`src/rtl/pfsr_pkg.sv`:
```
package pfsr_pkg;
  typedef enum logic [2:0] {
    ST_PWRUP, ST_IDLE, ST_GRACE, ST_ERASE, ST_PROG, ST_LOWPWR, ST_RECALL
  } pfsr_state_e;

  localparam logic [1:0] MODE_NONE   = 2'd0;
  localparam logic [1:0] MODE_ERASE  = 2'd1;
  localparam logic [1:0] MODE_PROG   = 2'd2;
  localparam logic [1:0] MODE_RECALL = 2'd3;
endpackage

```
`src/rtl/pfsr_timer.sv`:
```
// Shared down-counter: loaded on each state entry, flags zero at the last cycle.
module pfsr_timer #(
  parameter int CW = 8
) (
  input  logic          clk,
  input  logic          rst_n,
  input  logic          load,
  input  logic [CW-1:0] load_val,
  output logic          zero
);
  logic [CW-1:0] cnt_q;

  always_ff @(posedge clk or negedge rst_n) begin
    if (!rst_n)              cnt_q <= '0;
    else if (load)           cnt_q <= load_val;
    else if (cnt_q != '0)    cnt_q <= cnt_q - 1'b1;
  end

  assign zero = (cnt_q == '0);
endmodule

```
`src/rtl/pfsr_dirty.sv`:
```
// Tracks whether a write has completed since the last store or recall.
module pfsr_dirty (
  input  logic clk,
  input  logic rst_n,
  input  logic wr_done,
  input  logic accept,
  input  logic clr,
  output logic dirty_now
);
  logic dirty_q;
  logic set_w;

  assign set_w = wr_done & accept;

  always_ff @(posedge clk or negedge rst_n) begin
    if (!rst_n)     dirty_q <= 1'b0;
    else if (clr)   dirty_q <= 1'b0;
    else if (set_w) dirty_q <= 1'b1;
  end

  // A write finishing in the deciding cycle already counts.
  assign dirty_now = dirty_q | set_w;
endmodule

```
`src/rtl/pfsr_seq.sv`:
```
module pfsr_seq
  import pfsr_pkg::*;
#(
  parameter int GRACE_CYC  = 4,
  parameter int ERASE_CYC  = 4,
  parameter int PROG_CYC   = 4,
  parameter int RECALL_CYC = 4,
  parameter int CW         = 8
) (
  input  logic          clk,
  input  logic          rst_n,
  input  logic          supply_low,
  input  logic          sw_store_req,
  input  logic          wr_active,
  input  logic          dirty_now,
  input  logic          tmr_zero,
  output pfsr_state_e   st,
  output logic          tmr_load,
  output logic [CW-1:0] tmr_val,
  output logic          clr_dirty,
  output logic          store_start,
  output logic          recall_start
);
  pfsr_state_e nxt;

  always_comb begin
    nxt = st;
    unique case (st)
      ST_PWRUP:  nxt = supply_low ? ST_LOWPWR : ST_RECALL;
      ST_IDLE: begin
        if (supply_low) begin
          if (wr_active)      nxt = ST_GRACE;
          else if (dirty_now) nxt = ST_ERASE;
          else                nxt = ST_LOWPWR;
        end else if (sw_store_req) begin
          nxt = ST_ERASE;
        end
      end
      ST_GRACE:
        if (!wr_active || tmr_zero) nxt = dirty_now ? ST_ERASE : ST_LOWPWR;
      ST_ERASE:  if (tmr_zero) nxt = ST_PROG;
      ST_PROG:   if (tmr_zero) nxt = supply_low ? ST_LOWPWR : ST_IDLE;
      ST_LOWPWR: if (!supply_low) nxt = ST_RECALL;
      ST_RECALL: if (tmr_zero) nxt = ST_IDLE;
      default:   nxt = ST_PWRUP;
    endcase
  end

  assign tmr_load  = (nxt != st);
  assign clr_dirty = tmr_zero && (st == ST_PROG || st == ST_RECALL);

  always_comb begin
    unique case (nxt)
      ST_GRACE:  tmr_val = CW'(GRACE_CYC - 1);
      ST_ERASE:  tmr_val = CW'(ERASE_CYC - 1);
      ST_PROG:   tmr_val = CW'(PROG_CYC - 1);
      ST_RECALL: tmr_val = CW'(RECALL_CYC - 1);
      default:   tmr_val = '0;
    endcase
  end

  always_ff @(posedge clk or negedge rst_n) begin
    if (!rst_n) begin
      st           <= ST_PWRUP;
      store_start  <= 1'b0;
      recall_start <= 1'b0;
    end else begin
      st           <= nxt;
      store_start  <= (nxt == ST_ERASE)  && (st != ST_ERASE);
      recall_start <= (nxt == ST_RECALL) && (st != ST_RECALL);
    end
  end
endmodule

```
`src/rtl/pfsr_ctrl.sv`:
```
module pfsr_ctrl
  import pfsr_pkg::*;
#(
  parameter int GRACE_CYC  = 16,
  parameter int ERASE_CYC  = 32,
  parameter int PROG_CYC   = 64,
  parameter int RECALL_CYC = 24
) (
  input  logic       clk,
  input  logic       rst_n,
  input  logic       supply_low,
  input  logic       sw_store_req,
  input  logic       wr_active,
  input  logic       wr_done,
  output logic       store_start,
  output logic       recall_start,
  output logic       wr_inhibit,
  output logic       xfer_busy,
  output logic [1:0] xfer_mode
);
  localparam int MAX_AB = (GRACE_CYC > ERASE_CYC) ? GRACE_CYC : ERASE_CYC;
  localparam int MAX_CD = (PROG_CYC > RECALL_CYC) ? PROG_CYC : RECALL_CYC;
  localparam int MAXC   = (MAX_AB > MAX_CD) ? MAX_AB : MAX_CD;
  localparam int CW     = (MAXC < 2) ? 1 : $clog2(MAXC);

  pfsr_state_e   st;
  logic          tmr_load, tmr_zero, clr_dirty, dirty_now, accept_wr;
  logic [CW-1:0] tmr_val;

  assign accept_wr = (st == ST_IDLE) || (st == ST_GRACE);

  pfsr_timer #(.CW(CW)) timer_i (
    .clk(clk), .rst_n(rst_n), .load(tmr_load), .load_val(tmr_val), .zero(tmr_zero)
  );

  pfsr_dirty dirty_i (
    .clk(clk), .rst_n(rst_n), .wr_done(wr_done), .accept(accept_wr),
    .clr(clr_dirty), .dirty_now(dirty_now)
  );

  pfsr_seq #(
    .GRACE_CYC(GRACE_CYC), .ERASE_CYC(ERASE_CYC), .PROG_CYC(PROG_CYC),
    .RECALL_CYC(RECALL_CYC), .CW(CW)
  ) seq_i (
    .clk(clk), .rst_n(rst_n), .supply_low(supply_low), .sw_store_req(sw_store_req),
    .wr_active(wr_active), .dirty_now(dirty_now), .tmr_zero(tmr_zero), .st(st),
    .tmr_load(tmr_load), .tmr_val(tmr_val), .clr_dirty(clr_dirty),
    .store_start(store_start), .recall_start(recall_start)
  );

  always_comb begin
    unique case (st)
      ST_ERASE:  xfer_mode = MODE_ERASE;
      ST_PROG:   xfer_mode = MODE_PROG;
      ST_RECALL: xfer_mode = MODE_RECALL;
      default:   xfer_mode = MODE_NONE;
    endcase
  end

  assign xfer_busy  = (xfer_mode != MODE_NONE);
  assign wr_inhibit = (st != ST_IDLE);
endmodule

```
`config.mk`:
```
export PLATFORM = sky130hd
export DESIGN_NAME = pfsr_ctrl
export DESIGN_NICKNAME = d
export VERILOG_FILES = /design/src/rtl/pfsr_pkg.sv /design/src/rtl/pfsr_timer.sv /design/src/rtl/pfsr_dirty.sv /design/src/rtl/pfsr_seq.sv /design/src/rtl/pfsr_ctrl.sv
export SDC_FILE = /design/constraint.sdc
export NUM_CORES = 1
export LEC_CHECK = 0
export BUFFER_PORTS_ARGS = -buffer_cell sky130_fd_sc_hd__buf_2
export CAP_MARGIN = 20
export CORE_UTILIZATION = 52
export DETAILED_ROUTE_END_ITERATION = 16
export GPL_ROUTABILITY_DRIVEN = 0
export PLACE_DENSITY = 0.75
export SETUP_SLACK_MARGIN = 0.02
export SLEW_MARGIN = 20
export SYNTH_ARGS = -nofsm -noshare
export SYNTH_HDL_FRONTEND = slang
export SYNTH_SLANG_ARGS = --single-unit
```
`constraint.sdc`:
```
create_clock -name clk -period 1.9 [get_ports clk]
set_input_delay 0.38 -clock clk [delete_from_list [all_inputs] [get_ports clk]]
set_output_delay 0.38 -clock clk [all_outputs]
set_load 0.02 [all_outputs]
```
==> impl_metrics.ini, run 1 <==
[critical_path]
worstSetupPathType = register to register
start_kind = register
worst-endpoint-arrival_ns = 2.37
cp_slowest_cell = dfrtp_1
critPathMaxFanout = 5
worstPathCellList = inv_2 -> ha_4 -> or2b_1 -> o22ai_1 -> a32o_2 -> and4_1 -> o32ai_2 -> a221o_1
end_kind = register
required_ns = 2.06
critPathMaxStageDelay_ns = 0.40
r2r_cells = 8

[timing]
tightest_slew_ns = 0.495
fin_ws_ns = -0.310
rsz0062_at_grt = true
fin_tns_setup_ns = -1.27
maxSlewHeadroom = 0.669
finalSetupViolations = 7
max_freq_mhz = 452
clock-skew-final_ns = 0.00191
fin_crit_sh = 1.16
slew_violations = 0
hold_violations = 0
post-route-min-period_ns = 2.21

[pwr]
clock_power_share = 0.040
p_sw_frac = 0.497
power.density_nw_per_um2 = 2340
vdd_drop_max_uv = 1700
intPower_w = 0.00197
comb_power_share = 0.829
switchingPower_w = 0.00195
seq_power_share = 0.131
p_leak_nw = 0.772

[cts]
clockBufferDepth = 2
cts_max_level = 1
cts.sinks = 12
root_buffer = clkbuf_4
cts_made_buffers = 3
path_clk_slew_ns = 0.07
clk_latency_ns = 0.28
cts_tree = built

[place]
dp_slack_ns = -0.126
postPlaceCellArea_sq_um = 1470
hpwl_microns = 2570
port_buffers = 11

[floorplan]
core_sq_um = 2020
dieArea_sq_um = 2390
fp.dieH_microns = 48.8
start_util = 0.564
die_w_microns = 48.8
io_pins = 12
row_count = 16

[hold_path]
hold_path_class = input port to register
worstHoldPathCells = 3

[logic_synthesis]
synth.avg_cell_area_sq_um = 7.92
synth_area_sq_um = 1140
synth-edff-count = 0
async_flop_share = 1.00
yosysUniqueCellTypes = 48
yosysWarnings = 0
seq_area_frac_synth = 0.263
yosys.area.top_type_share = 0.263
synth.largest_area_cell = dfrtp_1
syn_nets = 151
synth_seq_cells = 12
synthTopCellsByArea = dfrtp_1 26%, nor2_1 5.3%, a21oi_1 4.8%
netlist_instances = 144
ys.flop_type = dfrtp_1

[final_layout]
fin_nets = 206
final_cell_mix = 44 x buf_4, 14 x nor2_1, 12 x nand2_1
area_growth_syn_to_layout_pct = 46.9
final_common_cell = buf_4
n_antenna_cell = 0
stdcell_area_sq_um = 1680
drive_gt1_frac = 0.472

[routing]
drt-vias-per-instance = 6.67
routed_wl_microns = 4430
ant_nets = 0
drt_iter0_markers = 119
first_pass_iters = 4
wl_per_cell_microns = 19.8
drc = 0
via_count = 1494

[status]
status = complete, but fails checks
violations = negative setup slack

[run]
drv_cap = 0

[grt]
antenna_found_initial = 0
grt_max_degree = 14
gr-total-overflow = 0
grt_pass1_wl_microns = 6150
global_route.usage.total = 0.339
grt_pass1_vias = 1326
==> power groups by stage <==
stage	Combinational, W	Clock (W)	Sequential [W]
after floorplan	0.00168	0	0.000515
after global placement	0.00247	0	0.000496
after detailed placement	0.00252	0	0.000501
after CTS	0.00276	0.000160	0.000495
after global routing	0.00341	0.000173	0.000528
final	0.00325	0.000155	0.000515
==> worst max-delay path, delay by kind of cell, from the launching register on <==
family                     cells  cell delay [ns]
buffers and inverters          1             0.10
DFF                            1             0.40
AOI/OAI and AO/OA              4             0.92
and+or+nand+nor                2             0.51
adders and majority gates      1             0.15
==> routing by layer <==
layer  up-vias  share of wire  global-route usage  wire length (microns)
met4         0          0.062               0.103                    276
met2       130           0.46               0.560                   2050
met3        36           0.12              0.0810                    545
met5         -              0                   0                      0
li1        640              -                   -                      -
met1       688           0.35               0.436                   1560
==> sequential cells by signal (all words and copies together), names as in the netlist <==
name / count
seq_i.store_start: 1
seq_i.recall_start: 1
timer_i.cnt_q: 6
dirty_i.dirty_q: 1
seq_i.st: 3
==> kinds of logic after synthesis <==
family	synth area share
flops	0.263
buf+inv	0.0778
xor+xnor	0.0230
simple gates	0.298
fa+ha+maj	0.0110
compound gates	0.327
==> cells in the mapped netlist (2+ instances only) <==
library cell,n
nor3_1,6
inv_1,7
a21o_1,2
nand4_1,2
xnor2_1,3
o22ai_1,3
dfrtp_1,12
and2_1,2
or2b_1,2
nand2_1,14
nand2b_1,4
a21oi_1,11
buf_4,2
nand3_1,3
a211oi_1,2
o211ai_1,4
o21a_1,2
nor2_1,16
nor2b_1,3
buf_6,3
buf_2,2
a31oi_1,4
o211a_1,2
o21ai_0,9
==> through the flow <==
stage	utilization	total power (W)	cells	hold WS, ns
after floorplan	-	0.00220	144	0.0844
after global placement	0.726	0.00297	211	0.266
after detailed placement	0.726	0.00302	211	0.271
after CTS	0.784	0.00342	220	0.434
after global routing	0.829	0.00411	224	0.443
final	0.829	0.00392	224	0.453
==> path summary, 6_finish.rpt <==
path                                               from                      endpoint  slack [ns]
max                        timer_i.cnt_q[1]$_DFFE_PN0P_  timer_i.cnt_q[4]$_DFFE_PN0P_       -0.31
min                                          supply_low  seq_i.recall_start$_DFF_PN0_        0.45
max reg2reg                timer_i.cnt_q[1]$_DFFE_PN0P_  timer_i.cnt_q[4]$_DFFE_PN0P_       -0.31
min reg2reg                       seq_i.st[1]$_DFF_PN0_  seq_i.recall_start$_DFF_PN0_        0.71
max in group asynchronous                         rst_n         seq_i.st[2]$_DFF_PN0_        1.15
min in group asynchronous                         rst_n         seq_i.st[1]$_DFF_PN0_        0.51
==> final cells by class <==
class / count / area, sq um
clock buffers: 3 / 22.5
fillers: 131 / 345
inverters: 8 / 32.5
multi-input cells: 117 / 875
flip-flops and latches: 12 / 303
well taps: 27 / 33.8
repair buffers: 57 / 410
==> what timing repair did <==
item / 4_1_cts / 5_1_grt
hold endpoints to repair: 12 / 0
hold buffers: 1 / 0
pin swaps: 4 / 7
buffers inserted: 5 / 4
resized for setup: 9 / 18
endpoints found under the setup margin: 6 / 8
Note: power is estimated with default switching activity, not from simulation.
==> run 2, diff against run 1 <==
--- a/config.mk
+++ b/config.mk
@@ -5,11 +5,13 @@
 export SDC_FILE = /design/constraint.sdc
 export NUM_CORES = 1
 export LEC_CHECK = 0
+export ABC_AREA = 0
 export BUFFER_PORTS_ARGS = -buffer_cell sky130_fd_sc_hd__buf_2
 export CAP_MARGIN = 20
 export CORE_UTILIZATION = 52
 export DETAILED_ROUTE_END_ITERATION = 16
 export GPL_ROUTABILITY_DRIVEN = 0
+export MAX_ROUTING_LAYER = met4
 export PLACE_DENSITY = 0.75
 export SETUP_SLACK_MARGIN = 0.02
 export SLEW_MARGIN = 20
==> run 2 against run 1 <==
  * The flow still finishes with violations (negative setup slack)
  * Via count fell by 0.60%
  * Clock skew fell by 0.0017 ns
  * Clock power barely moved
  * Sequential power fell by 2%
  * Sequential share of layout area fell by 0.33 points
  * Flip-flop and latch count did not move
  * Non-clock buffer count did not move
  * Setup slack improved by 0.16 ns
  * Design area rose by 1.4%
==> impl_metrics.ini, run 2 (synthesis results as in run 1) <==
[grt]
global_route.usage.total = 0.349
grt_max_degree = 14
grt_pass1_wl_microns = 6150
grt_pass1_vias = 1331
antenna_found_initial = 0
gr-total-overflow = 0

[timing]
fin_crit_sh = 1.08
tightest_slew_ns = 0.476
fin_ws_ns = -0.149
hold_violations = 0
finalSetupViolations = 6
holdWs_ns = 0.456
post-route-min-period_ns = 2.05
slew_violations = 0
max_freq_mhz = 488
rsz0062_at_grt = true
clock-skew-final_ns = 0.000168
maxSlewHeadroom = 0.681
fin_tns_setup_ns = -0.719

[final_layout]
finalNonFillerCells = 224
drive_gt1_frac = 0.487
fin_nets = 206
stdcell_area_sq_um = 1700
top_regs = timer_i.cnt_q (6), seq_i.st (3)
area_growth_syn_to_layout_pct = 49.0
final_common_cell = buf_4
largest_reg_flops = 6
n_antenna_cell = 0
final_cell_mix = 44 x buf_4, 14 x nor2_1, 12 x nand2_1
regMostFlops = timer_i.cnt_q

[cts]
cts_max_level = 1
clk_latency_ns = 0.28
cts_tree = built
cts.sinks = 12
cts_made_buffers = 3
path_clk_slew_ns = 0.07
clockBufferDepth = 2
root_buffer = clkbuf_4

[floorplan]
core_sq_um = 2020
die_w_microns = 48.8
fp.dieH_microns = 48.8
dieArea_sq_um = 2390
io_pins = 12
start_util = 0.564
row_count = 16

[critical_path]
worst-endpoint-arrival_ns = 2.25
critPathMaxStageDelay_ns = 0.41
cp_slowest_cell = a221oi_4
start_kind = register
critPathMaxFanout = 8
r2r_cells = 10
required_ns = 2.10
worstPathCellList = inv_2 -> ha_4 -> nor2b_4 -> buf_8 -> o211a_1 -> o2111ai_2 -> a221oi_4 -> buf_4 -> nand2_2 -> o211ai_1
end_kind = register
ff2ff_setup_slack_ns = -0.15
worstSetupPathType = register to register

[place]
postPlaceCellArea_sq_um = 1470
port_buffers = 11
place_inst = 211
hpwl_microns = 2570

[status]
violations = negative setup slack
status = complete, but fails checks

[routing]
drc = 0
routed_wl_microns = 4220
drt_iter0_markers = 129
drt-vias-per-instance = 6.63
ant_nets = 0
via_count = 1485
first_pass_iters = 4
wl_per_cell_microns = 18.9

[run]
drv_cap = 0

[pwr]
fin_total_pwr_w = 0.00393
power.density_nw_per_um2 = 2310
vdd_drop_max_uv = 1570
p_leak_nw = 0.777

[hold_path]
worstHoldPathCells = 3
hold_path_class = input port to register
[run 2: cell counts in the layout (fill, tap and decap cells not counted)]
Identical to the previous run, type by type.
[run 2: per-stage QoR]
| step | setup WS [ns] | utilization |
|---|---|---|
| finish | -0.149 | 0.841 |
| global route | -0.265 | 0.841 |
| CTS | -0.104 | 0.784 |
| detailed placement | -0.126 | 0.726 |
| global placement | -0.136 | 0.726 |
| floorplan | 0.00150 | - |
[run 2: timing repair]
action | CTS | global route
setup endpoints to repair | 6 | 8
pin swaps | 4 | 7
endpoints found under the hold margin | 12 | 0
hold buffers | 1 | 0
setup buffers | 5 | 4
gates resized for setup | 9 | 24
[run 2: worst paths after layout]
path,startpoint,to
setup / recovery,timer_i.cnt_q[0]$_DFFE_PN0P_,timer_i.cnt_q[0]$_DFFE_PN0P_
hold / removal,supply_low,seq_i.recall_start$_DFF_PN0_
setup reg to reg,timer_i.cnt_q[0]$_DFFE_PN0P_,timer_i.cnt_q[0]$_DFFE_PN0P_
hold reg to reg,seq_i.st[1]$_DFF_PN0_,seq_i.recall_start$_DFF_PN0_
max in group asynchronous,rst_n,seq_i.st[2]$_DFF_PN0_
min in group asynchronous,rst_n,seq_i.st[1]$_DFF_PN0_
[run 2: cell type report]
type	instances	area (sq um)
Clock buffer	3	22.5
Fill cell	118	322
Inverter	8	32.5
Multi-Input combinational cell	117	900
Sequential cell	12	302
Tap cell	27	33.8
Timing Repair Buffer	57	410
[run 2: routing by layer]
| metal | wire length, microns | GRT usage |
|---|---|---|
| met4 | 229 | 0.103 |
| met5 | 0 | - |
| met1 | 1520 | 0.434 |
| met3 | 521 | 0.0841 |
| met2 | 1950 | 0.560 |
[run 2: worst max-delay path: cells and delay by family (launching register included)]
family                     cells  cell delay [ns]
AOI/OAI and AO/OA              4             0.81
adders and majority gates      1             0.14
buffers and inverters          3             0.42
DFF                            1             0.39
and+or+nand+nor                2             0.19
[run 2: power breakdown]
group	internal (W)	total (W)	switching, W	leakage (nW)
clock network	0.0000736	0.000157	0.0000830	0.0138
registers	0.000387	0.000506	0.000120	0.146
logic	0.00155	0.00327	0.00172	0.618
==> run 3, diff against run 2 <==
--- a/config.mk
+++ b/config.mk
@@ -12,9 +12,10 @@
 export DETAILED_ROUTE_END_ITERATION = 16
 export GPL_ROUTABILITY_DRIVEN = 0
 export MAX_ROUTING_LAYER = met4
-export PLACE_DENSITY = 0.75
+export PLACE_DENSITY = 0.82
+export RECOVER_POWER = 50
 export SETUP_SLACK_MARGIN = 0.02
-export SLEW_MARGIN = 20
+export SLEW_MARGIN = 40
 export SYNTH_ARGS = -nofsm -noshare
 export SYNTH_HDL_FRONTEND = slang
 export SYNTH_SLANG_ARGS = --single-unit
==> run 3 against run 2 <==
  * The run still ends with negative setup slack left
  * Setup slack got worse by 0.16 ns
  * Final cell count decreased by 0.89%
  * Worst hold slack better by 0.041 ns
  * Wire length rose by 14%
  * Core utilization decreased by 1.7 points
  * Clock skew increased by 0.00074 ns
==> impl_metrics.ini, run 3 (synthesis results as in run 1) <==
[status]
status = complete, but fails checks
violations = negative setup slack

[timing]
hold_violations = 0
rsz0062_at_grt = true
fin_ws_ns = -0.307
finalSetupViolations = 8
post-route-min-period_ns = 2.21
tightest_slew_ns = 0.653
fin_crit_sh = 1.16
maxSlewHeadroom = 0.560
clock-skew-final_ns = 0.000910
slew_violations = 0
max_freq_mhz = 453

[cts]
clk_latency_ns = 0.28
cts_tree = built
root_buffer = clkbuf_4
path_clk_slew_ns = 0.08
cts_made_buffers = 3
cts_max_level = 1
cts.sinks = 12
clockBufferDepth = 2

[routing]
drt-vias-per-instance = 7.05
first_pass_iters = 7
wl_per_cell_microns = 21.7
drc = 0
ant_nets = 0
via_count = 1566
drt_iter0_markers = 173
routed_wl_microns = 4820

[floorplan]
fp.dieH_microns = 48.8
dieArea_sq_um = 2390
die_w_microns = 48.8
core_sq_um = 2020
row_count = 16
start_util = 0.564
io_pins = 12

[grt]
grt_pass1_wl_microns = 6220
grt_pass1_vias = 1353
grt_max_degree = 15
gr-total-overflow = 0
global_route.usage.total = 0.351
antenna_found_initial = 0

[critical_path]
cp_num_cells = 9
critPathMaxFanout = 8
ff2ff_setup_slack_ns = -0.31
r2r_end = timer_i.cnt_q[1]$_DFFE_PN0P_
worst-endpoint-arrival_ns = 2.40
endpoint = timer_i.cnt_q[1]$_DFFE_PN0P_
crit_path_frequent_cell = o21ai_1
critical_path.startpoint = timer_i.cnt_q[1]$_DFFE_PN0P_
path_delay_family = compound AO/OA/AOI/OAI gates
worstPathCellList = inv_2 -> ha_4 -> nor2b_4 -> buf_6 -> a311oi_1 -> o21ai_1 -> a221oi_4 -> o211ai_1 -> o21ai_1
critPathMaxStageDelay_ns = 0.43
start_kind = register
required_ns = 2.09
cp_slowest_cell = a221oi_4
r2r-start = timer_i.cnt_q[1]$_DFFE_PN0P_
worstSetupPathType = register to register
end_kind = register
cp_num_buf_inv = 2
r2r_cells = 9

[final_layout]
n_antenna_cell = 0
top_regs = timer_i.cnt_q (6), seq_i.st (3)
regMostFlops = timer_i.cnt_q
fin_nets = 203
final_common_cell = buf_4
area_growth_syn_to_layout_pct = 45.9
stdcell_area_sq_um = 1670
fillerInstances = 112
largest_reg_flops = 6
final_cell_mix = 40 x buf_4, 14 x nor2_1, 13 x nand2_1
drive_gt1_frac = 0.451

[place]
hpwl_microns = 2620
postPlaceCellArea_sq_um = 1430
port_buffers = 11

[run]
drv_cap = 0

[hold_path]
hold_path_class = input port to register
run 3: how the worst min path moves through the flow:
| stage | from | to | slack, ns | cells after the start |
|---|---|---|---|---|
| 2_1_floorplan | rst_n | dirty_i.dirty_q$_DFFE_PN0P_ | 0.08 | 0 |
| 3_3_place_gp | rst_n | seq_i.st[1]$_DFF_PN0_ | 0.26 | 1 |
| 3_5_place_dp | rst_n | seq_i.st[1]$_DFF_PN0_ | 0.27 | 1 |
| 4_1_cts | supply_low | seq_i.recall_start$_DFF_PN0_ | 0.47 | 3 |
| 5_1_grt | supply_low | seq_i.recall_start$_DFF_PN0_ | 0.49 | 3 |
| 6_report | supply_low | seq_i.recall_start$_DFF_PN0_ | 0.50 | 3 |
run 3: metrics by stage:
stage | TNS [ns] | util | std cells | setup slack, ns | hold WS, ns
floorplan | 0 | - | 144 | 0.00150 | 0.0844
global placement | -0.129 | 0.707 | 206 | -0.0821 | 0.265
detailed placement | -0.731 | 0.707 | 206 | -0.183 | 0.268
CTS | -0.471 | 0.771 | 215 | -0.140 | 0.468
global route | -2.21 | 0.824 | 222 | -0.406 | 0.494
finish | -1.61 | 0.824 | 222 | -0.307 | 0.497
run 3: layout make-up:
class,count,area [sq um],share of cell area
repair buffers,54,393,0.236
clock buffers,4,36.3,0.0218
well taps,27,33.8,0.0203
multi-input cells,117,871,0.523
inverters,8,30.0,0.0180
flip-flops and latches,12,302,0.181
run 3: worst reg2reg max path: stages (launching register included):
cell and delay [ns]:
dfrtp_1 0.38, inv_2 0.06, ha_4 0.16, nor2b_4 0.13, buf_6 0.14, a311oi_1 0.30, o21ai_1 0.19, a221oi_4 0.43
o211ai_1 0.18, o21ai_1 0.15
run 3: layer usage:
metal	part of all wire	global-route usage	wire length, microns
met5	0	-	0
met1	0.35	0.405	1680
met3	0.13	0.0592	614
met2	0.43	0.595	2070
met4	0.093	0.157	450
run 3: repair_timing:
action | in CTS | in global routing
setup endpoints to repair | 8 | 8
gates resized for setup | 14 | 13
pin swaps | 7 | 13
endpoints found under the hold margin | 12 | 0
hold buffers | 1 | 0
setup buffers | 4 | 7
Power of run 3 is not shown: default switching activity piles up to over one toggle a cycle in this logic, so the estimate is an artifact.
